`src/rtl/pace_bin_sched_pkg.sv`:
```
package pace_bin_sched_pkg;
   // Pace code from which a queue is delay-free but stays in the paced bin
   localparam int SPECIAL_PACE = 21;
   localparam int MAX_DELAY_PACE = SPECIAL_PACE - 1;

   typedef enum logic {
      BIN_FAST  = 1'b0,
      BIN_PACED = 1'b1
   } bin_e;
endpackage

```
`src/rtl/pace_slot.sv`:
```
module pace_slot
   import pace_bin_sched_pkg::*;
#(
   parameter int PACE_W = 5,
   parameter int TICK   = 2,
   parameter int CNT_W  = 6
) (
   input  logic              clk,
   input  logic              rst_n,
   input  logic              wr_en,
   input  logic [PACE_W-1:0] wr_data,
   input  logic [PACE_W-1:0] thr,
   input  logic              work,
   input  logic              load,
   output logic              req_fast,
   output logic              req_paced
);
   localparam logic [PACE_W-1:0] SPECIAL = PACE_W'(SPECIAL_PACE);

   logic [PACE_W-1:0] pace_q;
   logic [CNT_W-1:0]  cnt_q;
   logic [PACE_W-1:0] level;
   logic              parked;
   logic              no_delay;
   logic [CNT_W-1:0]  reload;

   always_comb begin
      level     = (pace_q >= SPECIAL) ? SPECIAL : pace_q;
      parked    = level > thr;
      no_delay  = (pace_q == '0) || (pace_q >= SPECIAL);
      reload    = no_delay ? '0 : CNT_W'(pace_q) * CNT_W'(TICK);
      req_fast  = work && (pace_q == '0);
      req_paced = work && (pace_q != '0) && !parked && (cnt_q == '0);
   end

   always_ff @(posedge clk) begin
      if (!rst_n) begin
         pace_q <= '0;
         cnt_q  <= '0;
      end else begin
         if (wr_en) pace_q <= wr_data;
         if (load) cnt_q <= reload;
         else if (cnt_q != '0) cnt_q <= cnt_q - 1'b1;
      end
   end
endmodule

```
`src/rtl/rr_pick.sv`:
```
module rr_pick #(
   parameter int NQ = 4,
   parameter int IW = 2
) (
   input  logic [NQ-1:0] req,
   input  logic [IW-1:0] last,
   output logic          hit,
   output logic [IW-1:0] pick
);
   always_comb begin
      hit  = 1'b0;
      pick = '0;
      for (int k = 1; k <= NQ; k++) begin
         if (!hit && req[(int'(last) + k) % NQ]) begin
            hit  = 1'b1;
            pick = IW'((int'(last) + k) % NQ);
         end
      end
   end
endmodule

```
`src/rtl/pace_bin_sched.sv`:
```
module pace_bin_sched
   import pace_bin_sched_pkg::*;
#(
   parameter int NQ     = 4,
   parameter int PACE_W = 5,
   parameter int TICK   = 2
) (
   input  logic                  clk,
   input  logic                  rst_n,
   input  logic [NQ-1:0]         q_work,
   input  logic                  pkt_done,
   input  logic                  cfg_we,
   input  logic                  cfg_thr_sel,
   input  logic [$clog2(NQ)-1:0] cfg_idx,
   input  logic [PACE_W-1:0]     cfg_data,
   output logic                  gnt_valid,
   output logic [$clog2(NQ)-1:0] gnt_idx,
   output logic [NQ-1:0]         gnt_onehot
);
   localparam int IW    = $clog2(NQ);
   localparam int CNT_W = $clog2(MAX_DELAY_PACE * TICK + 1);
   localparam logic [IW-1:0] LAST_INIT = IW'(NQ - 1);

   if (NQ < 2 || (1 << IW) != NQ) begin : g_bad_nq
      $error("NQ must be a power of two, at least 2");
   end
   if (TICK < 1) begin : g_bad_tick
      $error("TICK must be at least 1");
   end
   if ((1 << PACE_W) <= SPECIAL_PACE) begin : g_bad_pace_w
      $error("PACE_W too narrow for the special pace code");
   end

   logic [PACE_W-1:0] thr_q;
   logic [NQ-1:0]     req_bin [2];
   logic [IW-1:0]     last_q  [2];
   logic              hit_b   [2];
   logic [IW-1:0]     pick_b  [2];
   logic              fav_fast_q;
   logic              gnt_valid_q;
   logic [IW-1:0]     gnt_idx_q;
   bin_e              take;
   logic              issue;
   logic [IW-1:0]     sel;

   for (genvar i = 0; i < NQ; i++) begin : g_slot
      pace_slot #(.PACE_W(PACE_W), .TICK(TICK), .CNT_W(CNT_W)) u_slot (
         .clk      (clk),
         .rst_n    (rst_n),
         .wr_en    (cfg_we && !cfg_thr_sel && (cfg_idx == IW'(i))),
         .wr_data  (cfg_data),
         .thr      (thr_q),
         .work     (q_work[i]),
         .load     (issue && (sel == IW'(i))),
         .req_fast (req_bin[0][i]),
         .req_paced(req_bin[1][i])
      );
   end

   for (genvar b = 0; b < 2; b++) begin : g_bin
      rr_pick #(.NQ(NQ), .IW(IW)) u_rr (
         .req (req_bin[b]),
         .last(last_q[b]),
         .hit (hit_b[b]),
         .pick(pick_b[b])
      );
   end

   always_comb begin
      take  = (hit_b[1] && (!hit_b[0] || !fav_fast_q)) ? BIN_PACED : BIN_FAST;
      sel   = (take == BIN_PACED) ? pick_b[1] : pick_b[0];
      issue = !gnt_valid_q && (hit_b[0] || hit_b[1]);
   end

   always_ff @(posedge clk) begin
      if (!rst_n) begin
         thr_q       <= PACE_W'(SPECIAL_PACE);
         last_q[0]   <= LAST_INIT;
         last_q[1]   <= LAST_INIT;
         fav_fast_q  <= 1'b1;
         gnt_valid_q <= 1'b0;
         gnt_idx_q   <= '0;
      end else begin
         if (cfg_we && cfg_thr_sel) thr_q <= cfg_data;
         if (issue) begin
            gnt_valid_q  <= 1'b1;
            gnt_idx_q    <= sel;
            last_q[take] <= sel;
            fav_fast_q   <= (take == BIN_PACED);
         end else if (gnt_valid_q && pkt_done) begin
            gnt_valid_q <= 1'b0;
         end
      end
   end

   assign gnt_valid  = gnt_valid_q;
   assign gnt_idx    = gnt_idx_q;
   assign gnt_onehot = gnt_valid_q ? (NQ'(1) << gnt_idx_q) : '0;
endmodule

```
`config.mk`:
```
export PLATFORM = sky130hd
export DESIGN_NAME = pace_bin_sched
export DESIGN_NICKNAME = d
export VERILOG_FILES = /design/src/rtl/pace_bin_sched_pkg.sv /design/src/rtl/pace_slot.sv /design/src/rtl/rr_pick.sv /design/src/rtl/pace_bin_sched.sv
export SDC_FILE = /design/constraint.sdc
export NUM_CORES = 1
export LEC_CHECK = 0
export BUFFER_PORTS_ARGS = -buffer_cell sky130_fd_sc_hd__buf_2
export CAP_MARGIN = 10
export CELL_PAD_IN_SITES_DETAIL_PLACEMENT = 0
export CELL_PAD_IN_SITES_GLOBAL_PLACEMENT = 2
export CORE_MARGIN = 2
export CORE_UTILIZATION = 38
export DETAILED_ROUTE_END_ITERATION = 8
export GPL_ROUTABILITY_DRIVEN = 0
export MAX_ROUTING_LAYER = met4
export PLACE_DENSITY_LB_ADDON = 0.3
export SLEW_MARGIN = 0
export SYNTH_ARGS = -nofsm -noshare
export SYNTH_HDL_FRONTEND = slang
export SYNTH_HIERARCHICAL = 1
export SYNTH_SLANG_ARGS = --single-unit
```
`constraint.sdc`:
```
create_clock -name clk -period 4.5 [get_ports clk]
set_input_delay 1.125 -clock clk [delete_from_list [all_inputs] [get_ports clk]]
set_output_delay 1.125 -clock clk [all_outputs]
set_load 0.05 [all_outputs]
```
---- Yosys cells after proc, flatten, opt, wreduce, memory -nomap -nowiden ----
Memories as Yosys holds them, arrays and structs flattened.
Index checks and enable logic that the tools add are counted.
cells by class
  add/sub/neg operators ................... 12
  order comparisons ....................... 16
  equal/unequal tests ..................... 6
  shift-type cells ........................ 1
  multiplexer cells ....................... 68
  bitwise logic cells ..................... 8
  reductions and logical operators ........ 87
operator list
  kind                 number
  $mux 6               12
  $logic_and 1x1->1    35
  $mux 1               33
  $lt 3x4->1 const B   8
  $logic_not 6->1      4
  $reduce_bool 6->1    4
  $sub 6x1->6 const B  4
  $ge 5x5->1 const B   4
  $gt 5x5->1           4
  $logic_not 5->1      4
  $mux 2               10
  $mux 5               4
  $reduce_bool 5->1    4
  $reduce_or 2->1      9
  $bmux 1 s2           8
  $logic_not 1->1      14
  $reduce_bool 2->1    5
  $add 2x1->2 const B  4
  $add 2x2->2 const B  4
  $and 1x1->1 const A  8
  $eq 2x2->1 const B   4
  $logic_or 1x1->1     6
  $eq 2x1->1 const B   2
  $logic_not 2->1      2
  2 further kinds      2
word-level totals
  register bits after elaboration ......... 53
  bits in writable memories ............... 4
  input bits .............................. 16
  output and inout bits ................... 7
  memories kept ........................... 1
memory list
  name    words  bits a word  rd ports  clocked after memory_dff  write ports  RTL line              RTL
  last_q  2      2            2         0                         2            pace_bin_sched.sv:36  logic [IW-1:0] last_q [2];

---- Depth between registers and ports, before layout ----
Gate-level depths: netlist of run 1.
  depth in word-level cells ............... 26
  gate-level depth with buffers ........... 19

---- Hierarchy ----
Netlist of run 1, hierarchy kept.
modules (own cells, without submodules)
  module          times used  cells each  area an instance (um^2)  sequential area each (um^2)
  pace_slot       4           82          729.4                    220.2
  pace_bin_sched  1           77          670.6                    300.3
  rr_pick         2           14          91.3                     0.0

---- Worst setup path after synthesis of run 1 ----
OpenSTA, ideal clock, no wires.
  path kind ............................... flip-flop to flip-flop
  start point ............................. register g_slot[1].u_slot.pace_q[4]
  end point ............................... register g_slot[0].u_slot.cnt_q[3]
  library setup time ...................... 0.076 ns
  arrival ................................. 3.246 ns
  data required time ...................... 4.424 ns
  path slack .............................. 1.178 ns
  cell stages (with the launch flop) ...... 17
  clock period less this slack ............ 3.322 ns
  cell sequence ........................... dfxtp_1 clkbuf_1 o21ai_0 and2_1 ha_1 nor2b_1 o211ai_1 a21oi_1 nor3_1 nor2_1 nand2_1 a21bo_4 mux2i_1 nor2b_1 clkbuf_1 or3_1 a21boi_0
RTL lines
  item                    RTL line         RTL
  start, declared         pace_slot.sv:20  logic [PACE_W-1:0] pace_q;
  start signal, assigned  pace_slot.sv:41  if (wr_en) pace_q <= wr_data;
  end signal, assigned    pace_slot.sv:42  if (load) cnt_q <= reload;
  end signal, assigned    pace_slot.sv:43  else if (cnt_q != '0) cnt_q <= cnt_q - 1'b1;
  end, declared           pace_slot.sv:21  logic [CNT_W-1:0] cnt_q;

==> reports/results.txt, run 1 <==
status: finished clean
Area Growth Syn to Fin: 11.3%
skew final: 9.70 ps
Worst IR Drop VDD: 0.283 mV
Total GRT Usage: 0.176
clock sink count: 57
critical path fanouts, max: 9
Data required, critical path: 4720 ps
Yosys top cell area share: 0.281
overall die area: 10700 sq um
total setup buffers inserted after CTS: 0
vias in the first global route: 2909
fin cells: 583
clk root buf: clkbuf_8
Fmax achieved: 249 MHz
Final WS setup: 480 ps
CTS Buffer Depth: 2
synthesized flop and latch total: 57
# hold bufs at CTS: 0
syn_area_per_cell: 8.71 sq um
PD cells: 481 nW/um^2
dpl hpwl: 6370 um
placed insts: 567
I/O Buffers: 22
synth cell count leaders: dfxtp_1, inv_1, nor2b_1
wire per inst: 15.1 um
drt drc: 0
syn_nets: 473
Cell variety after synth: 47
Die X: 104 um
Setup CP Type: reg -> reg
Period minus WS final: 4020 ps
clk_lat worst skew: 340 ps
period utilization: 0.893
max-cap violation count: 0
Resized cells post-CTS: 0
Antenna Nets Post-Route: 0
sequential share of the synthesized area: 0.313
die height: 104 um
H-tree Lvls: 3
Overflow after GRT: 0
DRT iter0 DRCs: 89
count leader, synth: dfxtp_1
Synth async-reset ratio: 0
Via density: 5.10
top_reg_cell synth: dfxtp_1
unrepaired setup endpoints after global routing: no
Arr. time, crit path: 4250 ps
Clock transition at path regs: 80 ps
total number of vias: 2972
top cells by area, synth: dfxtp_1, ha_1, mux2i_1
Critical Path Source Type: register
NumNets Final: 485
cell taking the most area after synthesis: dfxtp_1
final slew viol count: 0
Worst Tran Pin Value: 916 ps
Pleak: 1.72 nW
Setup TNS: 0 ps
CTS buffer count: 9
drt total wl: 8810 um
CTS tree: done
Inserted Diodes: 0
Syn Inst Count: 433
core area: 9680 sq um
first-pass iteration count of the detailed router: 4
initial antenna violation count: 0
synth warn: 6
Worst Hold Class: reg -> reg
layout cell share with drive strength beyond 1: 0.156
Crit. End Element: register
Slew HR: 0.388
Hold Vio Cnt, Final: 0
Finish-stage setup viols: 0
first-pass GRT wire length: 14600 um
Post-Syn Area: 3770 sq um
pin count of the biggest net entering global routing: 33
EDFF count, synth: 4
I/O pin count: 23
Placement Setup Slack: 515 ps
row count: 36
Initial Util: 0.389
## critical path, stage by stage (launching register included)
cell and delay [ps]:
dfxtp_1 510, o21ai_0 220, and2_1 210, ha_1 290
nor2b_1 140, o211ai_1 150, a21oi_1 90, nor3_1 500
nor2_1 100, nand2_1 180, a21bo_4 270, mux2i_1 290
nor2b_1 600, nand2b_1 250, o32ai_1 100
## through the flow
step / hold slack, ps / utilization / power, mW / area [sq um]
6_report: 509 / 0.433 / 2.02 / 4200
5_1_grt: 549 / 0.433 / 2.15 / 4200
4_1_cts: 516 / 0.433 / 2.04 / 4200
3_5_place_dp: 505 / 0.410 / 1.49 / 3970
3_3_place_gp: 507 / 0.410 / 1.48 / 3970
2_1_floorplan: 473 / - / 1.34 / 3770
## layer usage
layer | GRT usage | vias up | part of all wire
li1 | - | 1548 | -
met4 | 0.0608 | 0 | 0.015
met3 | 0.0264 | 12 | 0.012
met1 | 0.215 | 1394 | 0.48
met5 | - | - | 0
met2 | 0.295 | 18 | 0.49
## where the power goes
part           internal [mW]  switching (mW)
clock                  0.318           0.226
combinational          0.403           0.389
sequential             0.598          0.0839
total                   1.32           0.699
## kinds of logic after synthesis
logic type,after synthesis,share of synthesized area
XOR/XNOR,16,0.0372
flip-flops,57,0.313
AO/OA/AOI/OAI,78,0.151
AND/OR/NAND/NOR,171,0.276
multiplexers,31,0.0876
buffers and inverters,56,0.0557
adder cells (fa/ha/maj),24,0.0796
## path summary, 6_finish.rpt
check / slack [ps] / depth (start not counted) / from / to
setup / recovery: 480 / 14 / g_slot[1].u_slot/pace_q[4]$_SDFFE_PN0P_ / g_slot[0].u_slot/cnt_q[5]$_SDFFE_PN0P_
hold / removal: 510 / 2 / g_slot[2].u_slot/pace_q[0]$_SDFFE_PN0P_ / g_slot[2].u_slot/cnt_q[1]$_SDFFE_PN0P_
setup reg to reg: 480 / 14 / g_slot[1].u_slot/pace_q[4]$_SDFFE_PN0P_ / g_slot[0].u_slot/cnt_q[5]$_SDFFE_PN0P_
hold reg to reg: 510 / 2 / g_slot[2].u_slot/pace_q[0]$_SDFFE_PN0P_ / g_slot[2].u_slot/cnt_q[1]$_SDFFE_PN0P_
## cell usage in the layout, fill, tap and decap left out, types with 4 or more instances in the layout
| cell | Yosys | layout |
|---|---|---|
| o31ai_1 | 4 | 4 |
| nand3_1 | 18 | 18 |
| a211o_2 | 4 | 4 |
| nor4_1 | 4 | 4 |
| xnor2_1 | 16 | 16 |
| o211ai_1 | 8 | 8 |
| nor3_1 | 8 | 8 |
| mux2i_1 | 27 | 27 |
| nor2b_1 | 30 | 30 |
| nor3b_1 | 10 | 10 |
| and2_1 | 12 | 12 |
| a21oi_1 | 19 | 19 |
| or3b_4 | 4 | 4 |
| or2_2 | 4 | 4 |
| o21ai_2 | 4 | 4 |
| inv_1 | 34 | 34 |
| nor3_4 | 4 | 4 |
| nand2b_1 | 17 | 17 |
| nor2_1 | 14 | 14 |
| buf_2 | 0 | 22 |
| nand2_1 | 18 | 18 |
| o32ai_1 | 4 | 4 |
| and3_1 | 6 | 6 |
| o21ai_0 | 7 | 7 |
| clkbuf_8 | 0 | 11 |
| dfxtp_1 | 53 | 53 |
| a21o_1 | 4 | 4 |
| a211oi_1 | 4 | 4 |
| or3_1 | 8 | 8 |
| edfxtp_1 | 4 | 4 |
| a21boi_0 | 7 | 7 |
| mux2_4 | 4 | 4 |
| ha_1 | 24 | 24 |
| nand4_1 | 8 | 8 |
## state kept, by name, summed over array words and instances, names as in the netlist
register and count:
last_q 4, gnt_valid 1, thr_q 5, fav_fast_q 1, g_slot.u_slot/pace_q 20, gnt_idx 2, g_slot.u_slot/cnt_q 24
## final cells by class
| cell class | instances | area [sq um] |
|---|---|---|
| Clock buffer | 12 | 176 |
| Clock inverter | 4 | 47.5 |
| Fill cell | 1008 | 5490 |
| Inverter | 34 | 128 |
| Multi-Input combinational cell | 320 | 2380 |
| Sequential cell | 57 | 1180 |
| Tap cell | 133 | 166 |
| Timing Repair Buffer | 23 | 118 |
(Power assumes the default switching activity.)
==> inputs of run 2 (changes only) <==
ABC_AREA = 1   (was not set)
CORE_UTILIZATION = 34   (was 38)
HOLD_SLACK_MARGIN = 0.06   (was not set)
==> reports/results.txt, run 2 <==
status: finished clean
EDFF count, synth: 4 (unchanged)
clk_lat worst skew: 340 ps (about the same)
Worst IR Drop VDD: 0.287 mV (+1.5%)
filler cell count: 1254 (+24%)
CTS buffer count: 9 (unchanged)
R2R depth: 27 (+13)
Period minus WS final: 3690 ps (-335 ps)
commonest non-fill, non-tap cell in the layout: nand2_1
count leader, synth: nand2_1
period utilization: 0.819 (-0.0744)
drt total wl: 10700 um (+21%)
Overflow after GRT: 0 (unchanged)
Total GRT Usage: 0.182 (+0.00612)
initial antenna violation count: 0 (unchanged)
die height: 115 um (+11%)
Slowest cell on crit path: dfxtp_1
row count: 40 (+11%)
cell taking the most area after synthesis: dfxtp_1
CTS tree: done
layout cell share with drive strength beyond 1: 0.156 (+0.000601)
Post-Syn Area: 4170 sq um (+10%)
launch point of the worst reg-to-reg path: g_slot[2].u_slot/pace_q[4]$_SDFFE_PN0P_
Multi-input gate area: 2580 sq um (+8.5%)
top cells by area, synth: dfxtp_1, nand2_1, inv_1
overall die area: 13200 sq um (+22%)
wire per inst: 13.1 um (-13%)
unrepaired setup endpoints after global routing: no
FF-to-FF End: g_slot[1].u_slot/cnt_q[5]$_SDFFE_PN0P_
first-pass iteration count of the detailed router: 4 (unchanged)
switch share: 0.447 (+0.101)
Synth async-reset ratio: 0 (unchanged)
drt drc: 0 (unchanged)
I/O Buffers: 22 (unchanged)
Initial Util: 0.348 (-0.0412)
reg2reg setup slack: 810 ps (+330 ps)
total number of vias: 4005 (+35%)
Setup CP Type: reg -> reg
sequential fraction of design power: 0.250 (-0.088)
dpl hpwl: 8130 um (+28%)
total setup buffers inserted after CTS: 0 (unchanged)
Power Total: 2.95 mW (+46%)
Crit. End Element: register
Crit path largest cell delay: 360 ps (-240 ps)
clock share of power: 0.242 (-0.028)
biggest regs: g_slot.u_slot/cnt_q: 24 flops, g_slot.u_slot/pace_q: 20 flops, thr_q: 5 flops
Worst Hold Class: reg -> reg
top_reg_cell synth: dfxtp_1
DRT iter0 DRCs: 263 (+200%)
Pint: 1.63 mW (+24%)
Post-DP Area: 4430 sq um (+11%)
Crit path top cell by count: nand2_1
Hold Vio Cnt, Final: 0 (unchanged)
I/O pin count: 23 (unchanged)
pin count of the biggest net entering global routing: 45 (+36%)
Largest register FFs: 24 (unchanged)
Yosys top cell area share: 0.255 (-0.0266)
Worst Tran Pin Value: 839 ps (-76.9 ps)
most frequent cells in the layout: nand2_1, inv_1, nor2_1, nand3_1, dfxtp_1
Biggest register: g_slot.u_slot/cnt_q
PD cells: 623 nW/um^2 (+30%)
Setup TNS: 0 ps (unchanged)
Antenna Nets Post-Route: 0 (unchanged)
Logic pwr share: 0.508 (+0.116)
H-tree Lvls: 3 (unchanged)
vias in the first global route: 3796 (+30%)
final instance area: 4740 sq um (+13%)
Worst Setup SP: g_slot[2].u_slot/pace_q[4]$_SDFFE_PN0P_
Syn Inst Count: 635 (+47%)
sequential share of the synthesized area: 0.284 (-0.0296)
Inserted Diodes: 0 (unchanged)
synth warn: 6 (unchanged)
Finish-stage setup viols: 0 (unchanged)
synth cell count leaders: nand2_1, inv_1, nor2_1
syn_nets: 675 (+43%)
final slew viol count: 0 (unchanged)
CTS Buffer Depth: 2 (unchanged)
Worst setup endpoint: g_slot[1].u_slot/cnt_q[5]$_SDFFE_PN0P_
clock sink count: 57 (unchanged)
Pleak: 2.32 nW (+35%)
Resized cells post-CTS: 0 (unchanged)
# hold bufs at CTS: 0 (unchanged)
Die X: 115 um (+11%)
critical path fanouts, max: 8 (-1)
Area Growth Syn to Fin: 13.7%
skew final: 6.38 ps (-3.32 ps)
Arr. time, crit path: 3950 ps (-300 ps)
Sw Pwr: 1.32 mW (+89%)
syn_area_per_cell: 6.56 sq um (-25%)
synthesized flop and latch total: 57 (unchanged)
first-pass GRT wire length: 18000 um (+23%)
Critical Path Source Type: register
NumNets Final: 701 (+45%)
Fmax achieved: 271 MHz (+9.1%)
clk root buf: clkbuf_16
Via density: 4.93 (-3.4%)
core area: 12000 sq um (+24%)
Clock transition at path regs: 50 ps (-30 ps)
Slew HR: 0.441 (+0.0526)
Data required, critical path: 4770 ps (+50 ps)
max-cap violation count: 0 (unchanged)
flip-flop and latch area: 1180 sq um (unchanged)
Cell variety after synth: 27 (-43%)
post-layout util: 0.396 (-0.0373)
==> run 2: cell count changes after synthesis, moves of 23 or more <==
cell     change
nand2_1    +119
nand2_2     +23
nand3_1     +42
a21oi_1     +25
nor2_1      +63
mux2i_1     -27
inv_1       +50
nor2b_1     -30
==> run 2: worst min-delay path by stage <==
stage / slack (ps) / end / startpoint / cells after the start
CTS: 470 / g_slot[0].u_slot/cnt_q[0]$_SDFFE_PN0P_ / g_slot[0].u_slot/cnt_q[0]$_SDFFE_PN0P_ / 2
finish: 470 / g_slot[3].u_slot/cnt_q[0]$_SDFFE_PN0P_ / g_slot[3].u_slot/cnt_q[0]$_SDFFE_PN0P_ / 2
global placement: 450 / g_slot[1].u_slot/cnt_q[0]$_SDFFE_PN0P_ / g_slot[1].u_slot/cnt_q[0]$_SDFFE_PN0P_ / 2
detailed placement: 460 / g_slot[3].u_slot/cnt_q[0]$_SDFFE_PN0P_ / g_slot[3].u_slot/cnt_q[0]$_SDFFE_PN0P_ / 2
global route: 480 / g_slot[3].u_slot/cnt_q[0]$_SDFFE_PN0P_ / g_slot[3].u_slot/cnt_q[0]$_SDFFE_PN0P_ / 2
floorplan: 450 / fav_fast_q$_SDFFE_PN1P_ / fav_fast_q$_SDFFE_PN1P_ / 2
==> run 2: cell families after synthesis <==
kind of cell,synth area share
adders and majority gates,0.0721
and+or+nand+nor,0.424
xor gates and xnor gates,0.00841
buffers and inverters,0.0964
AOI/OAI and AO/OA,0.116
DFF,0.284
==> run 2: per-stage QoR <==
stage	setup WS, ps	hold WS (ps)	std cells
2_1_floorplan	1470	446	635
3_3_place_gp	809	455	797
3_5_place_dp	834	464	797
4_1_cts	828	472	813
5_1_grt	326	484	813
6_report	814	471	813
==> run 2: worst max-delay path: cells and delay by family, from the launching register on <==
| kind | cells | cell delay [ps] |
|---|---|---|
| AOI/OAI and AO/OA | 2 | 270 |
| adders and majority gates | 1 | 260 |
| buffers and inverters | 3 | 380 |
| DFF | 1 | 360 |
| and+or+nand+nor | 21 | 2310 |
==> run 2: final cells by class <==
cell class	count	area share
Multi-Input combinational cell	479	0.545
Timing Repair Buffer	26	0.0296
Inverter	88	0.0718
Sequential cell	57	0.249
Clock inverter	2	0.00740
Tap cell	147	0.0388
Clock buffer	14	0.0578
==> run 2: metal layers <==
layer	routed length, um	vias up	part of all wire	global-route usage
met4	265	0	0.025	0.0683
li1	-	2124	-	-
met5	0	-	0	-
met1	5460	1811	0.51	0.237
met3	342	14	0.032	0.0503
met2	4590	56	0.43	0.267
==> run 2: power groups by stage <==
stage	clock network (mW)	logic (mW)	registers (mW)
3_5_place_dp	0	1.50	0.746
3_3_place_gp	0	1.50	0.748
2_1_floorplan	0	1.19	0.747
4_1_cts	0.731	1.50	0.738
6_report	0.713	1.50	0.739
5_1_grt	0.755	1.71	0.755
